==> src/rtl/mtrap_pkg.sv <==
package mtrap_pkg;
  localparam logic [1:0] PRIV_U = 2'b00;
  localparam logic [1:0] PRIV_S = 2'b01;
  localparam logic [1:0] PRIV_M = 2'b11;
  localparam logic [1:0] PRIV_RSV = 2'b10;

  localparam logic [3:0] EC_ILLEGAL = 4'd2;
  localparam logic [3:0] EC_UCALL   = 4'd8;
  localparam logic [3:0] EC_SCALL   = 4'd9;
  localparam logic [3:0] EC_MCALL   = 4'd11;

  // how the trap value is formed for a code
  typedef enum logic [1:0] {TV_GIVEN, TV_ZERO, TV_REFUSE} tval_rule_e;

  function automatic tval_rule_e rule_of(input logic [3:0] code);
    case (code)
      4'd8, 4'd9, 4'd11:  rule_of = TV_ZERO;
      4'd3, 4'd10, 4'd14: rule_of = TV_REFUSE;
      default:            rule_of = TV_GIVEN;
    endcase
  endfunction
endpackage

==> src/rtl/mtrap_cause.sv <==
module mtrap_cause
  import mtrap_pkg::*;
#(
  parameter int XLEN = 32,
  parameter int CLEN = 16
) (
  input  logic [1:0]      priv_i,
  input  logic            trap_req_i,
  input  logic [3:0]      code_i,
  input  logic            tval_valid_i,
  input  logic [XLEN-1:0] tval_i,
  input  logic            cchk_i,
  input  logic [CLEN-1:0] cbits_i,
  input  logic            cext_i,
  output logic            attempt_o,
  output logic            take_o,
  output logic            bad_o,
  output logic [3:0]      cause_o,
  output logic [XLEN-1:0] tval_o
);
  logic c_illegal;
  assign c_illegal = cchk_i && !cext_i;
  assign attempt_o = trap_req_i || c_illegal;

  always_comb begin
    take_o  = 1'b0;
    bad_o   = 1'b0;
    cause_o = code_i;
    tval_o  = '0;
    if (trap_req_i) begin
      case (rule_of(code_i))
        TV_ZERO: begin
          take_o = 1'b1;
          case (priv_i)
            PRIV_U:  cause_o = EC_UCALL;
            PRIV_S:  cause_o = EC_SCALL;
            default: cause_o = EC_MCALL;
          endcase
        end
        TV_GIVEN: begin
          if (tval_valid_i) begin
            take_o = 1'b1;
            tval_o = tval_i;
          end else begin
            bad_o = 1'b1;
          end
        end
        default: bad_o = 1'b1;
      endcase
    end else if (c_illegal) begin
      take_o  = 1'b1;
      cause_o = EC_ILLEGAL;
      tval_o  = XLEN'(cbits_i);
    end
  end
endmodule

==> src/rtl/mtrap_status.sv <==
module mtrap_status
  import mtrap_pkg::*;
(
  input  logic       clk,
  input  logic       rst,
  input  logic       take_i,
  input  logic       ret_i,
  input  logic       mpp_wr_i,
  input  logic [1:0] mpp_d_i,
  input  logic       cext_we_i,
  input  logic       cext_d_i,
  output logic       mie_o,
  output logic       mpie_o,
  output logic [1:0] mpp_o,
  output logic [1:0] priv_o,
  output logic       cext_o
);
  always_ff @(posedge clk) begin
    if (rst) begin
      mie_o  <= 1'b0;
      mpie_o <= 1'b0;
      mpp_o  <= PRIV_U;
      priv_o <= PRIV_M;
      cext_o <= 1'b1;
    end else begin
      if (take_i) begin
        mpie_o <= mie_o;
        mie_o  <= 1'b0;
        mpp_o  <= priv_o;
        priv_o <= PRIV_M;
      end else if (ret_i) begin
        mie_o  <= mpie_o;
        mpie_o <= 1'b1;
        priv_o <= mpp_o;
        mpp_o  <= PRIV_U;
      end else if (mpp_wr_i) begin
        mpp_o <= mpp_d_i;
      end
      if (cext_we_i) cext_o <= cext_d_i;
    end
  end
endmodule

==> src/rtl/mtrap_unit.sv <==
module mtrap_unit
  import mtrap_pkg::*;
#(
  parameter int XLEN = 32,
  parameter int CLEN = 16
) (
  input  logic            clk,
  input  logic            rst,
  input  logic [XLEN-1:0] pc_i,
  input  logic [XLEN-1:0] mtvec_i,
  input  logic            trap_req_i,
  input  logic [3:0]      trap_code_i,
  input  logic            tval_valid_i,
  input  logic [XLEN-1:0] tval_i,
  input  logic            cchk_i,
  input  logic [CLEN-1:0] cbits_i,
  input  logic            mret_req_i,
  input  logic            cext_we_i,
  input  logic            cext_d_i,
  input  logic            mpp_we_i,
  input  logic [1:0]      mpp_d_i,
  output logic            redirect_o,
  output logic [XLEN-1:0] next_pc_o,
  output logic [XLEN-1:0] mepc_o,
  output logic [XLEN-1:0] mcause_o,
  output logic [XLEN-1:0] mtval_o,
  output logic            mie_o,
  output logic            mpie_o,
  output logic [1:0]      mpp_o,
  output logic [1:0]      priv_o,
  output logic            cext_o,
  output logic            err_o
);
  localparam int ALIGN = 2;

  logic            attempt_w, take_w, bad_w;
  logic [3:0]      cause_w;
  logic [XLEN-1:0] tval_w;
  logic            ret_try, ret_w, ret_bad, mpp_wr;
  logic [XLEN-1:0] base_w;

  mtrap_cause #(.XLEN(XLEN), .CLEN(CLEN)) u_cause (
    .priv_i(priv_o), .trap_req_i(trap_req_i), .code_i(trap_code_i),
    .tval_valid_i(tval_valid_i), .tval_i(tval_i), .cchk_i(cchk_i),
    .cbits_i(cbits_i), .cext_i(cext_o), .attempt_o(attempt_w),
    .take_o(take_w), .bad_o(bad_w), .cause_o(cause_w), .tval_o(tval_w)
  );

  assign ret_try = mret_req_i && !attempt_w;
  assign ret_bad = ret_try && (mpp_o == PRIV_RSV);
  assign ret_w   = ret_try && !ret_bad;
  assign mpp_wr  = mpp_we_i && !attempt_w && !mret_req_i;
  assign base_w  = {mtvec_i[XLEN-1:ALIGN], {ALIGN{1'b0}}};

  mtrap_status u_status (
    .clk(clk), .rst(rst), .take_i(take_w), .ret_i(ret_w),
    .mpp_wr_i(mpp_wr), .mpp_d_i(mpp_d_i), .cext_we_i(cext_we_i),
    .cext_d_i(cext_d_i), .mie_o(mie_o), .mpie_o(mpie_o), .mpp_o(mpp_o),
    .priv_o(priv_o), .cext_o(cext_o)
  );

  always_ff @(posedge clk) begin
    if (rst) begin
      mepc_o     <= '0;
      mcause_o   <= '0;
      mtval_o    <= '0;
      next_pc_o  <= '0;
      redirect_o <= 1'b0;
      err_o      <= 1'b0;
    end else begin
      redirect_o <= take_w || ret_w;
      err_o      <= bad_w || ret_bad;
      if (take_w) begin
        mepc_o    <= pc_i;
        mcause_o  <= XLEN'(cause_w);
        mtval_o   <= tval_w;
        next_pc_o <= base_w;
      end else if (ret_w) begin
        next_pc_o <= mepc_o;
      end
    end
  end
endmodule

==> config.mk <==
export PLATFORM = sky130hd
export DESIGN_NAME = mtrap_unit
export DESIGN_NICKNAME = d
export VERILOG_FILES = /design/src/rtl/mtrap_pkg.sv /design/src/rtl/mtrap_cause.sv /design/src/rtl/mtrap_status.sv /design/src/rtl/mtrap_unit.sv
export SDC_FILE = /design/constraint.sdc
export NUM_CORES = 1
export LEC_CHECK = 0
export CAP_MARGIN = 10
export CORE_MARGIN = 5
export CORE_UTILIZATION = 50
export DETAILED_ROUTE_END_ITERATION = 8
export DONT_BUFFER_PORTS = 1
export PLACE_DENSITY = 0.63
export SLEW_MARGIN = 10
export SYNTH_ARGS = -nofsm -noshare
export SYNTH_HDL_FRONTEND = slang
export SYNTH_HIERARCHICAL = 1
export SYNTH_SLANG_ARGS = --single-unit
==> constraint.sdc <==
create_clock -name clk -period 2.1 [get_ports clk]
set_input_delay 0.21 -clock clk [delete_from_list [all_inputs] [get_ports clk]]
set_output_delay 0.21 -clock clk [all_outputs]
set_load 0.02 [all_outputs]
==> results of run 1 <==
-- metal layers --
layer / up-vias / track usage, %
met4: 0 / 7.137
met2: 184 / 34.70
met3: 14 / 7.554
li1: 1890 / -
met1: 1826 / 23.96
met5: - / 0
-- cell families (layout without fill, tap and decap cells) --
group | Yosys count | count (layout) | share of synthesized area (%)
AOI/OAI and AO/OA | 90 | 90 | 13.82
buffers and inverters | 109 | 97 | 13.24
DFF | 109 | 109 | 42.37
muxes | 71 | 71 | 13.80
other | 1 | 28 | 0.07282
and+or+nand+nor | 158 | 159 | 16.69
-- timing repair --
action                     in CTS  in global routing
hold endpoints to repair      106                  0
buffers inserted                0                  2
gates resized for setup         0                  5
hold buffers                   36                  0
setup endpoints to repair       0                  8
-- sequential cells by signal (all words and copies together), names as in the netlist --
| name | flops |
|---|---|
| mepc_o | 32 |
| u_status/priv_o | 2 |
| mtval_o | 32 |
| u_status/mpie_o | 1 |
| next_pc_o | 32 |
| u_status/mie_o | 1 |
| mcause_o | 4 |
| err_o | 1 |
| redirect_o | 1 |
| u_status/mpp_o | 2 |
| u_status/cext_o | 1 |
-- metrics by stage --
| step | setup TNS [ns] | util [%] |
|---|---|---|
| 2_1_floorplan | 0 | - |
| 3_3_place_gp | 0 | 49.26 |
| 3_5_place_dp | 0 | 49.26 |
| 4_1_cts | 0 | 55.05 |
| 5_1_grt | -0.006624 | 55.57 |
| 6_report | 0 | 55.57 |
-- power groups by stage --
stage               clock (W)  sequential (W)  combinational (W)
floorplan                   0         0.00252           0.000634
global placement            0         0.00257           0.000606
detailed placement          0         0.00257           0.000625
CTS                   0.00142         0.00252           0.000719
global route          0.00151         0.00254           0.000813
finish                0.00138         0.00252           0.000737
-- worst max path at each step --
stage / depth (start not counted) / end
floorplan: 6 / next_pc_o[12]
global placement: 6 / next_pc_o[16]
detailed placement: 6 / next_pc_o[16]
CTS: 7 / mepc_o[26]
global route: 7 / mepc_o[17]
finish: 7 / mepc_o[20]
-- cells in the final DEF (no fill, tap or decap), drive strengths merged, types with 2 or more instances in the layout --
cell type	synthesis	layout
clkbuf	18	10
nand2b	5	6
conb	1	28
inv	32	33
mux2i	71	71
a211oi	2	2
bufinv	0	2
nor3	6	6
nand3	3	3
o21ai	3	3
nor2b	10	10
nor4	2	2
o311a	30	30
and3	18	18
dlygate4sd3	0	35
a21oi	32	32
a32o	16	16
nor2	73	73
buf	59	15
dfxtp	109	109
nand2	5	5
clkinvlp	0	2
or4	30	30
a22oi	2	2
-- area by class of cell --
type / instances / area (sq um)
clock buffer: 10 / 127.6
multi-input combinational: 348 / 2421
fill: 923 / 4526
timing repair buffer: 50 / 553.0
sequential: 109 / 2183
inverter: 32 / 120.1
tap: 136 / 170.2
clock inverter: 5 / 83.83
-- cell usage after synthesis, types with 6 or more instances --
| library cell | instances |
|---|---|
| nor2b_1 | 9 |
| and3_1 | 17 |
| dfxtp_1 | 109 |
| buf_8 | 6 |
| buf_2 | 10 |
| inv_1 | 32 |
| clkbuf_1 | 14 |
| nor2_1 | 72 |
| mux2i_1 | 71 |
| a32o_1 | 16 |
| buf_6 | 9 |
| o311a_1 | 30 |
| or4_1 | 30 |
| buf_4 | 32 |
| nor3_1 | 6 |
| a21oi_1 | 32 |
==> summary.md, run 1 <==
| Metric | Value |
|---|---|
| Status | `completed` |
| GRT Resource Usage Total | `about 21%` |
| Switching power | `roughly 0.0014 W` |
| Yosys top cell by area | `dfxtp_1` |
| Crit path kind | `reg -> reg` |
| Clock Skews | `0.01332 ns` |
| Placer congestion estimate | `~0.8` |
| Dpl cells | `635` |
| Hpwl dp | `between 8000 and 9000 um` |
| Synth Register Bits | `between 100 and 150` |
| R2r setup slk | `0.09 ns` |
| Worst-path clk slew | `around 0.10 ns` |
| R2R Path End | `mepc_o[20]` |
| IO Count | `about 260` |
| Switching share of power | `between 30% and 40%` |
| Die X | `111.5 um` |
| Area contributors post-synth | `dfxtp_1 (42%), mux2i_1 (14%), o311a_1 (5.8%)` |
| Cell chain of the critical path | `nor2b_2 -> or2_4 -> and3_4 -> buf_12 -> mux2i_2 -> nor2_1 -> dlygate4sd3_1` |
| Routed Antenna Nets | `0` |
| Clock Power Share | `29.8%` |
| Mapped Avg Cell Area | `about 9.6 sq um` |
| Final Total Pwr | `0.004639 W` |
| Crit path capture type | `register` |
| H-tree depth | `3` |
| Post-DP Area | `~0.005 sq mm` |
| DR vias/cell | `5.672` |
| CP arrival | `2.28 ns` |
| Buf+Inv Stages, Crit Path | `2` |
| Die height | `111.5 um` |
| Worst r2r path cells | `7` |
| Dpl ws | `around 0.2 ns` |
| First-pass GRT wire length | `~21,000 um` |
| Delay-heaviest family, CP | `buffers and inverters` |
| CP max FO | `26` |
| Highest metal used | `met4` |
| Largest net degree at the start of global routing | `98` |
| R2r startpoint | `u_status/cext_o` |
| Fmax | `a little under 0.5 GHz` |
| Worst setup path start | `u_status/cext_o` |
| Drc violations | `0` |
| Initial antenna violation count | `0` |
| Syn Std Cell Area | `~0.005 sq mm` |
| Clk root buf | `clkbuf_8` |
| Share of cells above drive strength 1 | `around 7.8%` |
| Core Region | `about 0.010 sq mm` |
| Worst hold endpoint | `mepc_o[3]` |
| Post-Layout Cell Count | `690` |
| Iter 0 DRT Violations | `approximately 260` |
| Top cell type's share of synthesized area | `between 40 and 50%` |
| Synth warn | `6` |
| Max-slew violation count | `0` |
| IO Port Bufs | `0` |
| Congestion Overflow GR | `0` |
| Area delta synth->final | `9.888%` |
| Combinational group share of total power | `around 16%` |
| Synth Instances | `between 500 and 600` |
| Seq/Total Area, Yosys | `a little over two fifths` |
| Max-cap check violation count | `0` |
| Bufs on Longest Clock Path | `2` |
| CP max stage cell | `dlygate4sd3_1` |
| Ant diodes | `0` |
| Pleak | `approximately 2.5 nW` |
| FFs w/ async S/R, synth | `0%` |
| Nets | `about 680` |
| Vias post-DR | `around 3,900` |
| Setup WS post-layout | `around 0.088 ns` |
| CTS Buf Count | `9` |
| Starting density of the core | `between 50% and 60%` |
| Flop pwr share | `54.3%` |
| WL met2 | `~6600 um` |
| Final Hold Viols | `0` |
| Avg WL per Cell | `a little under 20 um` |
| IR drop worst, VDD | `approximately 0.40 mV` |
| Min cycle time layout | `2.012 ns` |
| Clock latency on the worst-skew pair | `about 0.37 ns` |
| CP Data Required Time | `between 2 and 2.5 ns` |
| Fin area | `approximately 0.0057 sq mm` |
| WL met1 | `about 5200 um` |
| Power Dens Cells | `approximately 800 mW/mm^2` |
| First-pass detailed-route iteration total | `4` |
| Endpoints failing setup | `0` |
| Distinct cells, synth | `42` |
| HP Start | `pc_i[3]` |
| Die footprint | `~0.012 sq mm` |
| CTS tree | `done` |
| # clock sinks | `about 110` |
| Vias in the first global route | `3,945` |
| Int Power | `~0.0032 W` |
| Worst hold stages | `2` |
| Wire length on met3 | `between 1000 and 1500 um` |
| CP Launch Type | `register` |
| Final WL | `13,520 um` |
| Tcrit/Tclk final | `between 90% and 100%` |
| Dominant synthesized flop cell | `dfxtp_1` |
| Post-synth EDFFs | `0` |
| Placement Rows | `37` |
| Slowest Stage Delay on Critical Path | `between 0.5 and 0.6 ns` |
| Worst Hold Class | `in -> reg` |
| Hold_ws | `approximately 0.027 ns` |
Power figures use the tool's default switching activity.
==> run 2, diff against run 1 <==
--- a/config.mk
+++ b/config.mk
@@ -6,6 +6,7 @@
 export NUM_CORES = 1
 export LEC_CHECK = 0
 export CAP_MARGIN = 10
+export CORE_ASPECT_RATIO = 2
 export CORE_MARGIN = 5
 export CORE_UTILIZATION = 50
 export DETAILED_ROUTE_END_ITERATION = 8
==> constraint.sdc (replaced) <==
create_clock -name clk -period 2.6 [get_ports clk]
set_input_delay 0.26 -clock clk [delete_from_list [all_inputs] [get_ports clk]]
set_output_delay 0.26 -clock clk [all_outputs]
set_load 0.02 [all_outputs]
==> run 2 against run 1 <==
Cell area down 5.4%. Register-to-register slack better by 0.28 ns. Utilization down 2.5 points. Critical path depth unchanged. Total power down 16%. Global-route usage up 0.20 points. Sequential share of layout area up 2.2 points. Via count down 1.8%. Clock power down 4%. Sequential power down 19%. Largest power group unchanged.
==> summary.md, run 2 (synthesized netlist as in run 1, its figures left out) <==
| Metric | Value |
|---|---|
| Status | `completed (unchanged)` |
| Top flop regs | `mepc_o (32), mtval_o (32), next_pc_o (32) (unchanged)` |
| Combinational group share of total power | `13.7% (was 15.9%)` |
| Pleak | `2.382 nW (was 2.492 nW)` |
| Total stage count of the critical path | `7 (unchanged)` |
| Vias post-DR | `3,845 (was 3,914)` |
| CP Launch Type | `register (unchanged)` |
| Fmax | `0.4482 GHz (was 0.4971 GHz)` |
| Crit path capture type | `register (unchanged)` |
| Initial antenna violation count | `0 (unchanged)` |
| Iter 0 DRT Violations | `138 (was 264)` |
| CP arrival | `2.45 ns (was 2.28 ns)` |
| Most frequent cells in the layout | `dfxtp_1 (109), mux2i_1 (71), nor2_1 (71), inv_1 (32), a21oi_1 (32) (was dfxtp_1 (108), nor2_1 (71), mux2i_1 (69), dlygate4sd3_1 (35))` |
| Setup TNS Final | `0 ns (unchanged)` |
| Largest net degree at the start of global routing | `75 (was 98)` |
| Worst r2r path cells | `7 (unchanged)` |
| Bufs on Longest Clock Path | `2 (unchanged)` |
| CP max stage cell | `dfxtp_1 (was dlygate4sd3_1)` |
| Post-CTS Setup Bufs | `0 (unchanged)` |
| Die height | `153.5 um (was 111.5 um)` |
| Nets | `646 (was 677)` |
| Power Dens Cells | `725.9 mW/mm^2 (was 819.7 mW/mm^2)` |
| Min cycle time layout | `2.231 ns (was 2.012 ns)` |
| Starting density of the core | `51.07% (was 50.57%)` |
| Avg WL per Cell | `20.65 um (was 19.59 um)` |
| Placement Rows | `52 (was 37)` |
| IO Count | `264 (unchanged)` |
| Switching share of power | `30.46% (was 30.49%)` |
| Vias in the first global route | `3,916 (was 3,945)` |
| Clock Skews | `0.006192 ns (was 0.01332 ns)` |
| RSZ-0062 raised after global routing | `no` |
| First-pass GRT wire length | `20,420 um (was 20,980 um)` |
| Delay-heaviest family, CP | `simple AND/OR/NAND/NOR gates (was buffers and inverters)` |
| GRT Resource Usage Total | `20.70% (was 20.50%)` |
| Hold_buf cts | `2 (was 36)` |
| Switching power | `0.001184 W (was 0.001414 W)` |
| CTS Buf Count | `9 (unchanged)` |
| Drc violations | `0 (unchanged)` |
| Buf+Inv Stages, Crit Path | `2 (unchanged)` |
| Final WL | `13,610 um (was 13,520 um)` |
| Placer congestion estimate | `0.7593 (was 0.8171)` |
| Tcrit/Tclk final | `85.82% (was 95.79%)` |
| Worst Hold Class | `in -> reg (unchanged)` |
| CTS tree | `done (unchanged)` |
| Endpoints failing setup | `0 (unchanged)` |
| CP Data Required Time | `2.82 ns (was 2.37 ns)` |
| R2R Path End | `mtval_o[8] (was mepc_o[20])` |
| Slowest Stage Delay on Critical Path | `0.39 ns (was 0.56 ns)` |
| Max-slew violation count | `0 (unchanged)` |
| IR drop worst, VDD | `0.3488 mV (was 0.3989 mV)` |
| Fillers | `958 (was 923)` |
| Congestion Overflow GR | `0 (unchanged)` |
| Routed Antenna Nets | `0 (unchanged)` |
| Core Region | `0.01008 sq mm (was 0.01018 sq mm)` |
| R2r startpoint | `u_status/cext_o (unchanged)` |
| Hpwl dp | `9536 um (was 8792 um)` |
| Die X | `81.77 um (was 111.5 um)` |
| First-pass detailed-route iteration total | `5 (was 4)` |
| Worst-path clk slew | `0.07 ns (was 0.10 ns)` |
| Fin area | `0.005355 sq mm (was 0.005659 sq mm)` |
| H-tree depth | `3 (unchanged)` |
| Worst setup path end | `mtval_o[8] (was mepc_o[20])` |
| Post-CTS sizing | `0 (unchanged)` |
| Area delta synth->final | `3.985% (was 9.888%)` |
| Post-DP Area | `0.005024 sq mm (was 0.005017 sq mm)` |
| Int Power | `0.002703 W (was 0.003225 W)` |
| Commonest non-fill, non-tap cell in the layout | `dfxtp_1 (unchanged)` |
| Clock Power Share | `33.9% (was 29.8%)` |
| IO Port Bufs | `0 (unchanged)` |
| Worst setup path start | `u_status/cext_o (unchanged)` |
| Crit path kind | `reg -> reg (unchanged)` |
| Ant diodes | `0 (unchanged)` |
| Cell chain of the critical path | `nor2b_1 -> or2_2 -> and3_4 -> buf_12 -> buf_4 -> mux2i_1 -> nor2_1 (was nor2b_2 -> or2_4 -> and3_4 -> buf_12 -> mux2i_2 -> nor2_1 -> dlygate4sd3_1)` |
| Flop pwr share | `52.3% (was 54.3%)` |
| Final Hold Viols | `0 (unchanged)` |
| Share of cells above drive strength 1 | `8.206% (was 7.762%)` |
| Die footprint | `0.01255 sq mm (was 0.01243 sq mm)` |
| # clock sinks | `109 (unchanged)` |
| DR vias/cell | `5.835 (was 5.672)` |
| Max-cap check violation count | `0 (unchanged)` |
| Clock latency on the worst-skew pair | `0.34 ns (was 0.37 ns)` |
| Clk root buf | `clkbuf_16 (was clkbuf_8)` |
| CP max FO | `41 (was 26)` |
| R2r setup slk | `0.37 ns (was 0.09 ns)` |
-- run 2: worst min path at each step --
stage                      end  cells after the start  startpoint
2_1_floorplan   u_status/mie_o                      1         rst
3_3_place_gp        mepc_o[15]                      1         rst
3_5_place_dp        mepc_o[10]                      1         rst
4_1_cts             mepc_o[22]                      1         rst
5_1_grt        u_status/cext_o                      1    cext_d_i
6_report       u_status/cext_o                      1    cext_d_i
-- run 2: layout make-up --
cell class	count	area (sq um)	area share, %
multi-input cells	347	2400	44.81
flip-flops and latches	109	2182	40.75
clock buffers	10	239.0	4.463
repair buffers	20	200.2	3.738
well taps	135	168.9	3.154
inverters	32	120.1	2.243
clock inverters	6	45.04	0.8411
-- run 2: power groups by stage --
| stage | Combinational, W | Sequential [W] | Clock [W] |
|---|---|---|---|
| final | 0.000534 | 0.00203 | 0.00132 |
| after global routing | 0.000590 | 0.00205 | 0.00143 |
| after CTS | 0.000532 | 0.00204 | 0.00136 |
| after detailed placement | 0.000506 | 0.00208 | 0 |
| after global placement | 0.000489 | 0.00208 | 0 |
| after floorplan | 0.000512 | 0.00203 | 0 |
-- run 2: stage by stage --
stage / instances / utilization [%] / worst slack (ns) / hold slack [ns] / power (W)
floorplan: 565 / - / 0.6479 / 0.3368 / 0.002545
global placement: 640 / 49.81 / 0.4095 / 0.3429 / 0.002565
detailed placement: 640 / 49.81 / 0.3593 / 0.3452 / 0.002584
CTS: 658 / 53.00 / 0.3388 / 0.002082 / 0.003929
global route: 659 / 53.10 / 0.1819 / 0.01739 / 0.004064
finish: 659 / 53.10 / 0.3687 / 0.03525 / 0.003887
-- run 2: layer usage --
layer | vias up | global-route usage (%) | part of all wire [%]
li1 | 1823 | - | -
met1 | 1808 | 20.88 | 34
met2 | 191 | 36.94 | 53
met3 | 23 | 7.670 | 10
met4 | 0 | 8.399 | 3.0
met5 | - | 0 | 0
==> run 3, diff against run 2 <==
--- a/config.mk
+++ b/config.mk
@@ -6,7 +6,7 @@
 export NUM_CORES = 1
 export LEC_CHECK = 0
 export CAP_MARGIN = 10
-export CORE_ASPECT_RATIO = 2
+export CORE_ASPECT_RATIO = 1.1
 export CORE_MARGIN = 5
 export CORE_UTILIZATION = 50
 export DETAILED_ROUTE_END_ITERATION = 8
==> constraint.sdc (replaced) <==
create_clock -name clk -period 2.17 [get_ports clk]
set_input_delay 0.217 -clock clk [delete_from_list [all_inputs] [get_ports clk]]
set_output_delay 0.217 -clock clk [all_outputs]
set_load 0.02 [all_outputs]
==> run 3 against run 2 <==
Maximum frequency is 9.8% higher. Non-clock buffer count is 38 higher. Total power is 17% higher. Routed wire length is 2.3% higher. Die area is 0.97% lower. Highest routed layer unchanged.
==> summary.md, run 3 (synthesized netlist as in run 1, its figures left out) <==
| Metric | Value |
|---|---|
| Post-CTS sizing | `0 (unchanged)` |
| Vias in the first global route | `3,933 (was 3,916)` |
| Final Hold Viols | `0 (unchanged)` |
| Crit path capture type | `register (unchanged)` |
| Iter 0 DRT Violations | `200 (was 138)` |
| IR drop worst, VDD | `0.3792 mV (was 0.3488 mV)` |
| Worst-path clk slew | `0.10 ns (was 0.07 ns)` |
| Core Region | `0.009985 sq mm (was 0.01008 sq mm)` |
| Die footprint | `0.01243 sq mm (was 0.01255 sq mm)` |
| Top flop regs | `mepc_o (32), mtval_o (32), next_pc_o (32) (unchanged)` |
| Crit path kind | `reg -> reg (unchanged)` |
| CTS tree | `done (unchanged)` |
| IO Count | `264 (unchanged)` |
| Max-cap check violation count | `0 (unchanged)` |
| Die height | `116.4 um (was 153.5 um)` |
| Setup TNS Final | `0 ns (unchanged)` |
| Power Dens Cells | `801.0 mW/mm^2 (was 725.9 mW/mm^2)` |
| Tcrit/Tclk final | `93.63% (was 85.82%)` |
| Fillers | `899 (was 958)` |
| First-pass detailed-route iteration total | `5 (unchanged)` |
| Vias post-DR | `3,973 (was 3,845)` |
| R2r startpoint | `u_status/cext_o (unchanged)` |
| Min cycle time layout | `2.032 ns (was 2.231 ns)` |
| DR vias/cell | `5.826 (was 5.835)` |
| Final WL | `13,920 um (was 13,610 um)` |
| # clock sinks | `109 (unchanged)` |
| Pleak | `2.526 nW (was 2.382 nW)` |
| Endpoints failing setup | `0 (unchanged)` |
| Max-slew violation count | `0 (unchanged)` |
| HP Start | `pc_i[26] (was cext_d_i)` |
| Bufs on Longest Clock Path | `2 (unchanged)` |
| Avg WL per Cell | `20.42 um (was 20.65 um)` |
| Hpwl dp | `9428 um (was 9536 um)` |
| Clock Skews | `0.008120 ns (was 0.006192 ns)` |
| Commonest non-fill, non-tap cell in the layout | `dfxtp_1 (unchanged)` |
| Die X | `106.8 um (was 81.77 um)` |
| CP Launch Type | `register (unchanged)` |
| IO Port Bufs | `0 (unchanged)` |
| Placement Rows | `38 (was 52)` |
| Worst Hold Class | `in -> reg (unchanged)` |
| Post-Layout Cell Count | `682 (was 659)` |
| Status | `completed (unchanged)` |
| Largest net degree at the start of global routing | `87 (was 75)` |
| Ant diodes | `0 (unchanged)` |
| Share of cells above drive strength 1 | `8.897% (was 8.206%)` |
| Drc violations | `0 (unchanged)` |
| Routed Antenna Nets | `0 (unchanged)` |
| Most frequent cells in the layout | `dfxtp_1 (109), mux2i_1 (71), nor2_1 (71), inv_1 (32), a21oi_1 (32) (unchanged)` |
| CP Data Required Time | `2.42 ns (was 2.82 ns)` |
| CP arrival | `2.29 ns (was 2.45 ns)` |
| Clk root buf | `clkbuf_8 (was clkbuf_16)` |
| CTS Buf Count | `9 (unchanged)` |
| Initial antenna violation count | `0 (unchanged)` |
| H-tree depth | `3 (unchanged)` |
| Area delta synth->final | `10.18% (was 3.985%)` |
| Starting density of the core | `51.58% (was 51.07%)` |
| Placer congestion estimate | `0.8354 (was 0.7593)` |
| Worst setup path start | `u_status/cext_o (unchanged)` |
| Clock latency on the worst-skew pair | `0.36 ns (was 0.34 ns)` |
| Slew Limit Headroom | `between 40% and 50%` |
| Slew @ Worst Pin | `0.8737 ns` |
| RSZ-0062 raised after global routing | `no (unchanged)` |
| Nets | `684 (was 646)` |
| First-pass GRT wire length | `21,170 um (was 20,420 um)` |
| Fmax | `0.4922 GHz (was 0.4482 GHz)` |
| Dpl cells | `631 (was 640)` |
| CP max FO | `23 (was 41)` |
| GRT Resource Usage Total | `21.57% (was 20.70%)` |
| Congestion Overflow GR | `0 (unchanged)` |
==> run 3: cell type report <==
cell class              instances  area, sq um  share of cell area [%]
clock inverters                 3        67.56                   1.191
repair buffers                 58        595.6                   10.50
multi-input cells             347         2400                   42.29
inverters                      32        120.1                   2.117
flip-flops and latches        109         2182                   38.46
well taps                     120        150.1                   2.646
clock buffers                  13        158.9                   2.800
==> run 3: metrics by stage <==
stage	util [%]	hold WS [ns]	worst slack [ns]	cell area (sq um)	power, W
2_1_floorplan	-	0.2938	0.2179	5251	0.003050
3_3_place_gp	50.95	0.2996	0.2923	5087	0.003113
3_5_place_dp	50.95	0.2983	0.2720	5087	0.003133
4_1_cts	56.50	0.00004230	0.1242	5642	0.004578
5_1_grt	56.83	0.005576	0.005822	5674	0.004761
6_report	56.83	0.02058	0.1383	5674	0.004545
==> run 3: final timing paths <==
kind	to	slack, ns	cells after the start
worst max-delay path	mepc_o[14]	0.14	7
worst min register to register	u_status/mpie_o	0.61	2
worst min-delay path	mepc_o[26]	0.02	2
worst max register to register	mepc_o[14]	0.14	7
==> run 3: critical path: stages (launching register included) <==
cell and delay, ns:
dfxtp_1 0.32, nor2b_1 0.15, or2_2 0.19, and3_4 0.25
buf_12 0.17, mux2i_1 0.21, nor2_1 0.06, dlygate4sd3_1 0.57
==> run 3: power breakdown <==
group          switching [W]  internal, W  leakage (nW)
Clock               0.000650     0.000715         0.110
Sequential          0.000294      0.00214         0.895
Combinational       0.000399     0.000345          1.52
==> run 3: per-layer routing <==
layer / global-route usage (%) / vias up / wire, um
met5: 0 / - / 0
met4: 6.905 / 0 / 227
met2: 36.57 / 196 / 6867
met1: 24.88 / 1856 / 5318
met3: 9.011 / 18 / 1510
li1: - / 1903 / -
==> run 3: timing repair <==
item,4_1_cts,5_1_grt
setup endpoints to repair,0,1
hold endpoints to repair,87,2
hold buffers,31,1
setup buffers,0,3
